### src/rtl/prom_rd_pkg.sv
package prom_rd_pkg;

    typedef enum logic [1:0] {
        ST_IDLE    = 2'd0,
        ST_ACCESS  = 2'd1,
        ST_RELEASE = 2'd2
    } rd_state_e;

    function automatic int unsigned ceil_div(input int unsigned num, input int unsigned den);
        return (num + den - 1) / den;
    endfunction

    function automatic int unsigned max3(input int unsigned a, input int unsigned b,
                                         input int unsigned c);
        int unsigned m;
        m = (a > b) ? a : b;
        return (m > c) ? m : c;
    endfunction

endpackage

### src/rtl/prom_cycle_timer.sv
module prom_cycle_timer #(
    parameter int CNT_W = 4
) (
    input  logic             clk,
    input  logic             rst_n,
    input  logic             load,
    input  logic [CNT_W-1:0] load_val,
    output logic             expired
);
    logic [CNT_W-1:0] cnt_q;

    always_ff @(posedge clk or negedge rst_n) begin
        if (!rst_n) begin
            cnt_q <= '0;
        end else if (load) begin
            cnt_q <= load_val;
        end else if (cnt_q != '0) begin
            cnt_q <= cnt_q - 1'b1;
        end
    end

    assign expired = (cnt_q == '0);

    // a loaded count is what the following cycle sees
    assert_timer_load_R5: assert property (@(posedge clk) disable iff (!rst_n)
        load |=> (cnt_q == $past(load_val)));

    // without a load the count only moves down by one or rests at zero
    assert_timer_step_R5: assert property (@(posedge clk) disable iff (!rst_n)
        (!load && cnt_q != '0) |=> (cnt_q == $past(cnt_q) - 1'b1));

endmodule

### src/rtl/prom_pin_map.sv
module prom_pin_map #(
    parameter int AW = 20
) (
    input  logic          active,
    input  logic [AW-1:0] addr,
    input  logic          byte_sel,
    output logic [AW-2:0] mem_addr,
    output logic          mem_lsb,
    output logic          mem_lsb_oe,
    output logic          mem_wide
);
    always_comb begin
        mem_addr   = addr[AW-1:1];
        mem_wide   = !byte_sel;
        mem_lsb    = byte_sel ? addr[0] : 1'b0;
        mem_lsb_oe = active && byte_sel;
    end

    // the shared pin is never driven while word width is selected
    always_comb begin
        assert_lsb_width_R4: assert (!(mem_lsb_oe && mem_wide));
    end

endmodule

### src/rtl/prom_data_capture.sv
module prom_data_capture #(
    parameter int DW = 16
) (
    input  logic          clk,
    input  logic          rst_n,
    input  logic          capture,
    input  logic          byte_sel,
    input  logic [DW-1:0] bus,
    output logic          rsp_valid,
    output logic [DW-1:0] rsp_data
);
    localparam int HW = DW / 2;

    always_ff @(posedge clk or negedge rst_n) begin
        if (!rst_n) begin
            rsp_valid <= 1'b0;
            rsp_data  <= '0;
        end else begin
            rsp_valid <= capture;
            if (capture) begin
                rsp_data <= byte_sel ? {{(DW-HW){1'b0}}, bus[HW-1:0]} : bus;
            end
        end
    end

    // a byte result never carries upper bits
    assert_byte_upper_zero_R4: assert property (@(posedge clk) disable iff (!rst_n)
        (capture && byte_sel) |=> (rsp_data[DW-1:HW] == '0));

    // response data stays put between strobes
    assert_data_hold_R5: assert property (@(posedge clk) disable iff (!rst_n)
        !capture |=> $stable(rsp_data));

endmodule

### src/rtl/prom_read_ctrl.sv
module prom_read_ctrl
    import prom_rd_pkg::*;
#(
    parameter int AW            = 20,
    parameter int DW            = 16,
    parameter int CLK_PERIOD_NS = 10,
    parameter int T_ADDR_NS     = 70,
    parameter int T_CE_NS       = 70,
    parameter int T_OE_NS       = 30,
    parameter int T_HZ_NS       = 20
) (
    input  logic          clk,
    input  logic          rst_n,
    input  logic          req_valid,
    output logic          req_ready,
    input  logic [AW-1:0] req_addr,
    input  logic          req_byte,
    output logic          rsp_valid,
    output logic [DW-1:0] rsp_data,
    output logic [AW-2:0] mem_addr,
    output logic          mem_lsb,
    output logic          mem_lsb_oe,
    output logic          mem_ce_n,
    output logic          mem_oe_n,
    output logic          mem_wide,
    input  logic [DW-1:0] mem_dq_i
);
    localparam int T_MAX    = int'(max3(T_ADDR_NS, T_CE_NS, T_OE_NS));
    localparam int WAIT_CYC = int'(ceil_div(T_MAX, CLK_PERIOD_NS)) + 1;
    localparam int HZ_RAW   = int'(ceil_div(T_HZ_NS, CLK_PERIOD_NS));
    localparam int TA_CYC   = (HZ_RAW < 1) ? 1 : HZ_RAW;
    localparam int CNT_MAX  = (WAIT_CYC > TA_CYC) ? WAIT_CYC : TA_CYC;
    localparam int CNT_W    = $clog2(CNT_MAX) + 1;
    localparam logic [CNT_W-1:0] WAIT_LD = CNT_W'(WAIT_CYC - 1);
    localparam logic [CNT_W-1:0] TA_LD   = CNT_W'(TA_CYC - 1);

    rd_state_e        state_q, state_d;
    logic [AW-1:0]    addr_q;
    logic             byte_q;
    logic             latch_req;
    logic             timer_load;
    logic [CNT_W-1:0] timer_val;
    logic             timer_last;
    logic             capture;
    logic             in_access;

    // next-state and control decode
    always_comb begin
        state_d    = state_q;
        latch_req  = 1'b0;
        timer_load = 1'b0;
        timer_val  = '0;
        capture    = 1'b0;
        unique case (state_q)
            ST_IDLE: begin
                if (req_valid) begin
                    latch_req  = 1'b1;
                    timer_load = 1'b1;
                    timer_val  = WAIT_LD;
                    state_d    = ST_ACCESS;
                end
            end
            ST_ACCESS: begin
                if (timer_last) begin
                    capture    = 1'b1;
                    timer_load = 1'b1;
                    if (req_valid && (req_byte == byte_q)) begin
                        latch_req = 1'b1;
                        timer_val = WAIT_LD;
                    end else begin
                        timer_val = TA_LD;
                        state_d   = ST_RELEASE;
                    end
                end
            end
            ST_RELEASE: begin
                if (timer_last) begin
                    state_d = ST_IDLE;
                end
            end
            default: state_d = ST_IDLE;
        endcase
    end

    // state register and held request
    always_ff @(posedge clk or negedge rst_n) begin
        if (!rst_n) begin
            state_q <= ST_IDLE;
            addr_q  <= '0;
            byte_q  <= 1'b0;
        end else begin
            state_q <= state_d;
            if (latch_req) begin
                addr_q <= req_addr;
                byte_q <= req_byte;
            end
        end
    end

    // outputs
    always_comb begin
        in_access = (state_q == ST_ACCESS);
        mem_ce_n  = !in_access;
        mem_oe_n  = !in_access;
        req_ready = (state_q == ST_IDLE) ||
                    (in_access && timer_last && (req_byte == byte_q));
    end

    prom_cycle_timer #(.CNT_W(CNT_W)) u_timer (
        .clk      (clk),
        .rst_n    (rst_n),
        .load     (timer_load),
        .load_val (timer_val),
        .expired  (timer_last)
    );

    prom_pin_map #(.AW(AW)) u_pins (
        .active     (in_access),
        .addr       (addr_q),
        .byte_sel   (byte_q),
        .mem_addr   (mem_addr),
        .mem_lsb    (mem_lsb),
        .mem_lsb_oe (mem_lsb_oe),
        .mem_wide   (mem_wide)
    );

    prom_data_capture #(.DW(DW)) u_cap (
        .clk       (clk),
        .rst_n     (rst_n),
        .capture   (capture),
        .byte_sel  (byte_q),
        .bus       (mem_dq_i),
        .rsp_valid (rsp_valid),
        .rsp_data  (rsp_data)
    );

    // output enable only inside chip enable
    assert_oe_inside_ce_R2: assert property (@(posedge clk) disable iff (!rst_n)
        !mem_oe_n |-> !mem_ce_n);

    // address and enables held through a running access
    assert_addr_held_R5: assert property (@(posedge clk) disable iff (!rst_n)
        (in_access && !timer_last) |=> ($stable(mem_addr) && !mem_ce_n && !mem_oe_n));

    // a response only follows an enabled cycle
    assert_rsp_after_access_R5: assert property (@(posedge clk) disable iff (!rst_n)
        rsp_valid |-> $past(!mem_oe_n));

    // no request taken at the start of the release period
    assert_release_gap_R6: assert property (@(posedge clk) disable iff (!rst_n)
        $rose(mem_oe_n) |-> !req_ready);

    // shared pin turns only with outputs disabled
    assert_pin_turn_R9: assert property (@(posedge clk) disable iff (!rst_n)
        !$stable(mem_lsb_oe) |-> (mem_oe_n || $past(mem_oe_n)));

endmodule

### config.mk
export PLATFORM = sky130hd
export DESIGN_NAME = prom_read_ctrl
export DESIGN_NICKNAME = d
export VERILOG_FILES = /design/src/rtl/prom_rd_pkg.sv /design/src/rtl/prom_cycle_timer.sv /design/src/rtl/prom_pin_map.sv /design/src/rtl/prom_data_capture.sv /design/src/rtl/prom_read_ctrl.sv
export SDC_FILE = /design/constraint.sdc
export NUM_CORES = 1
export LEC_CHECK = 0
export BUFFER_PORTS_ARGS = -buffer_cell sky130_fd_sc_hd__buf_4
export CORE_ASPECT_RATIO = 0.5
export CORE_MARGIN = 1
export CORE_UTILIZATION = 52
export CTS_CLUSTER_DIAMETER = 50
export CTS_CLUSTER_SIZE = 30
export DETAILED_ROUTE_END_ITERATION = 12
export MAX_ROUTING_LAYER = met4
export PLACE_DENSITY_LB_ADDON = 0.25
export SLEW_MARGIN = 30
export SYNTH_ARGS = -nofsm -noshare
export SYNTH_HDL_FRONTEND = slang
export SYNTH_SLANG_ARGS = --single-unit
### constraint.sdc
create_clock -name clk -period 3.6 [get_ports clk]
set_clock_uncertainty 0.05 [all_clocks]
set_input_delay 1.08 -clock clk [delete_from_list [all_inputs] [get_ports clk]]
set_output_delay 1.08 -clock clk [all_outputs]
set_load 0.05 [all_outputs]
After elaboration in Yosys (flattened, before gate mapping)
Cells that the tools add are included.
{"block": "word_totals", "ff_bits": 44, "inputBits": 40}
{"block": "classes", "add_sub_neg": 1, "n_eq_ne": 7, "n_mux": 20, "n_reduce_logical": 12}
{"cell": "16-bit two-way mux", "count": 1}
{"cell": "3-bit two-way mux", "count": 3}
{"cell": "2-bit two-way mux", "count": 4}
{"cell": "4-bit two-way mux", "count": 2}
{"cell": "2-bit != test, second input constant", "count": 4}
{"cell": "1-bit two-way mux", "count": 6}
{"cell": "2-bit one-hot mux with 3 select lines", "count": 1}
{"cell": "3-bit one-hot mux with 2 select lines", "count": 1}
{"cell": "1-bit logical AND", "count": 4}
{"cell": "4-bit logical NOT", "count": 1}
{"cell": "1-bit one-hot mux with 2 select lines", "count": 2}
{"cell": "4-bit AND reduction", "count": 1}
{"cell": "4-bit nonzero test", "count": 1}
{"cell": "4-bit by 1-bit subtractor with 4-bit output, second input constant", "count": 1}
{"cell": "2-bit by 1-bit == test with 1-bit output, second input constant", "count": 1}
{"cell": "2-bit == test, second input constant", "count": 1}
{"cell": "1-bit logical NOT", "count": 2}
{"cell": "2-bit logical NOT", "count": 1}
{"cell": "2-bit nonzero test", "count": 1}
{"cell": "1-bit == test", "count": 1}
{"cell": "1-bit logical OR", "count": 1}

Longest topological paths before layout
{"block": "logic_depth", "depth_word": 6, "mapped_depth": 7}

Modules after synthesis
A second synthesis with hierarchy kept.
{"block": "hier_totals", "cells_unflattened": 162, "area_unflattened_um2": 2047.0}
{"module": "prom_read_ctrl", "instances": 1, "cells_each": 66, "area_each_um2": 965.9}
{"module": "prom_data_capture", "instances": 1, "cells_each": 52, "area_each_um2": 688.2}
{"module": "prom_cycle_timer", "instances": 1, "cells_each": 22, "area_each_um2": 234.0}
{"module": "prom_pin_map", "instances": 1, "cells_each": 22, "area_each_um2": 158.9}

Worst setup path before layout
Ideal clock, no wire load.
{"block": "synth_timing", "path_kind": "input-to-output", "start": "input req_byte", "end": "output req_ready", "t_arrival_ps": 2281, "slack_ps": 189, "path_stages": 4, "path_cell_list": "xnor2_1 -> a21oi_1 -> buf_2 -> nor2_1"}
{"block": "synth_between", "elab_chain_cells": 3}
{"element": "start, declared", "line": "prom_read_ctrl.sv:17", "rtl": "input logic req_byte,"}
{"element": "1-bit == test", "line": "prom_read_ctrl.sv:106", "rtl": "(in_access && timer_last && (req_byte == byte_q));"}
{"element": "1-bit logical AND", "line": "prom_read_ctrl.sv:106"}
{"element": "1-bit logical OR", "line": "prom_read_ctrl.sv:105", "rtl": "req_ready = (state_q == ST_IDLE) ||"}
{"element": "end, declared", "line": "prom_read_ctrl.sv:15", "rtl": "output logic req_ready,"}
No other way between the ends.

Worst setup path in the final report
Same ends and word-level chain as after synthesis.

==> out/metrics.yaml <==
outcome: "completed"
fp.dieH_um: 46.3
ys_seq_area_share_pct: 53.9
syn_avg_cell_area_um2: 9.92
busiest_layer: "met2"
synth_top_family_by_area: "simple AND/OR/NAND/NOR gates"
met2_usage_pct: 37.0
avgRoutedWirePerCell_um: 13.4
drtIter0Drc: 88
critPathLaunch: "req_byte"
max_cap_violations: 0
maxSlewViolCount: 0
wl_um: 4230
finalPower_mw: 2.91
antenna_cells: 0
synth_compound_area_share_pct: 13.3
grt_use_met3_pct: 6.60
synth_seq_cells: 44
ys_types: 29
dieArea_um2: 4200
power.leakage_nw: 1.32
route.detailed.drc: 0
cts-resized-gates: 0
drtAntennaViolNets: 0
io_buffers: 81
cts-root-buf: "clkbuf_8"
h-tree-depth: 2
grt_pass1_wl_um: 6780
cts_buffers: 5
grt_pass1_vias: 1478
grt_max_degree: 45
hold_class: "register to register"
synth-simple-area-share_pct: 14.0
rows: 15
reg2reg_depth: 5
setup_viol: 0
use_met1_pct: 27.2
r2r_start: "u_timer.cnt_q[0]$_DFFE_PN0P_"
timing.rr.end: "addr_q[18]$_DFFE_PN0P_"
crit_chain: "buf_4, xnor2_1, a21oi_2, nor2_1, buf_4"
critPathLaunchType: "input pin"
end_kind: "output pin"
fillers: 269
die_w_um: 90.7
required_ns: 2.47
ctsHoldBuffers: 0
worst_pin_slew_ns: 0.727
gp_congestion: 0.734
track_usage_pct: 22.2
grt_overflow: 0
synth.area.mux_share_pct: 5.63
synth_xor_area_share_pct: 0.857
io_pins: 82
final_common_cell: "buf_4"
drive_gt1_share_pct: 39.2
clockBufferDepth: 2
hold_viol: 0
drt_pre_antenna_iters: 5
cts_tree: "yes"
clock-sinks: 44
nets: 306
tns_ns: 0
synthCells: 206
ys_warn_count: 0
maxSlewHeadroom_pct: 51.5
viasPerCell: 5.24
max_stage_delay_ns: 0.31
ir_drop_uv: 744
fmax_ghz: 0.329
core-area_um2: 3580
rsz0062_at_grt: "no"
worstPathArrival_ns: 1.91
mostFrequentLayoutCells: "83 x buf_4, 49 x nand2_1, 44 x dfrtp_1"
worst_slack_ns: 0.556
syn-num-nets: 248
period_minus_slack_ns: 3.04
powerDensity_nw_per_um2: 1110
path_max_fanout: 4
place_hpwl_um: 2840
mappedNetlistArea_um2: 2040
path_clk_slew_ns: 0.07
final_cells: 316
vias: 1657
post-route-period-util_pct: 84.5
cts_setup_buffers: 0
antenna_found_initial: 0
dpl.cell_count: 308
syn_to_final_growth_pct: 28.2
clk_latency_ns: 0.29
cp-endpoint: "req_ready"
dp_slack_ns: 0.584
start_util_pct: 57.0
worst-setup-path-type: "input pin to output pin"
r2r_slack_ns: 1.43
cp_slowest_cell: "xnor2_1"
synthAdderAreaFrac_pct: 1.22
crit_top_cell: "buf_4"
==> how the worst min path moves through the flow <==
stage	start	end	cells past startpoint
after CTS	u_cap.rsp_data[3]$_DFFE_PN0P_	u_cap.rsp_data[3]$_DFFE_PN0P_	1
after global routing	u_cap.rsp_data[3]$_DFFE_PN0P_	u_cap.rsp_data[3]$_DFFE_PN0P_	1
after floorplan	state_q[1]$_DFFE_PN0P_	state_q[0]$_DFFE_PN0P_	1
after global placement	u_cap.rsp_data[3]$_DFFE_PN0P_	u_cap.rsp_data[3]$_DFFE_PN0P_	1
after detailed placement	u_cap.rsp_data[3]$_DFFE_PN0P_	u_cap.rsp_data[3]$_DFFE_PN0P_	1
final	u_cap.rsp_data[13]$_DFFE_PN0P_	u_cap.rsp_data[13]$_DFFE_PN0P_	2
==> routing by layer <==
metal  routed length, um  part of all wire [%]
met5                   0                     0
met4                  60                   1.4
met3                 285                   6.7
met2                1940                    46
met1                1940                    46
==> registers in the layout (all words and copies together) (netlist names) <==
signal / count
addr_q: 20
byte_q: 1
state_q: 2
u_cap.rsp_data: 16
u_cap.rsp_valid: 1
u_timer.cnt_q: 4
==> critical path, delay by kind of cell <==
family          cells  cell delay, ns
xor+xnor            1            0.31
compound gates      1            0.11
simple gates        1            0.10
buf+inv             2            0.32
==> power breakdown <==
group,switching (mW),internal (mW)
logic,1.19,0.540
clock network,0.162,0.156
registers,0.145,0.721
==> Yosys cell counts <==
cell,number,area (um^2)
nand2b_1,3,18.8
clkinv_1,1,3.75
dfrtp_1,44,1100
mux2_4,1,15.0
nor2_1,6,22.5
and3_1,1,6.26
nor3b_4,1,18.8
a31o_2,1,8.76
o22ai_1,21,131
or3b_2,2,17.5
xnor2_1,2,17.5
a211oi_1,1,7.51
o21ai_0,17,85.1
nor3_1,1,5.00
clkbuf_1,7,26.3
and2_1,1,6.26
o211ai_1,1,7.51
a21oi_1,3,15.0
mux2i_1,1,10.0
buf_2,4,20.0
inv_1,4,15.0
ha_1,2,25.0
buf_4,20,150
o221ai_1,1,8.76
a211o_1,1,8.76
nor2b_1,1,6.26
buf_6,1,11.3
mux2_2,8,90.1
nand2_1,49,184
==> logic make-up after synthesis <==
kind of cell | count (synthesis)
and+or+nand+nor | 65
DFF | 44
adders and majority gates | 2
buffers and inverters | 37
muxes | 10
xor gates and xnor gates | 2
AOI/OAI and AO/OA | 46
==> cell type report <==
class                   instances  area (um^2)  share of cell area, %
clock inverters                 1         7.51                  0.287
well taps                      51         63.8                   2.44
clock buffers                   7         86.3                   3.30
flip-flops and latches         44         1100                   42.0
repair buffers                 83          623                   23.8
multi-input cells             125          719                   27.5
inverters                       5         18.8                  0.716
==> stage by stage <==
step | utilization (%) | area, um^2 | hold WS (ns)
detailed placement | 70.5 | 2530 | 0.444
CTS | 73.1 | 2620 | 0.463
floorplan | - | 2040 | 0.442
global route | 73.1 | 2620 | 0.482
global placement | 70.5 | 2530 | 0.441
finish | 73.1 | 2620 | 0.460
Note: power is estimated with default switching activity, not from simulation.
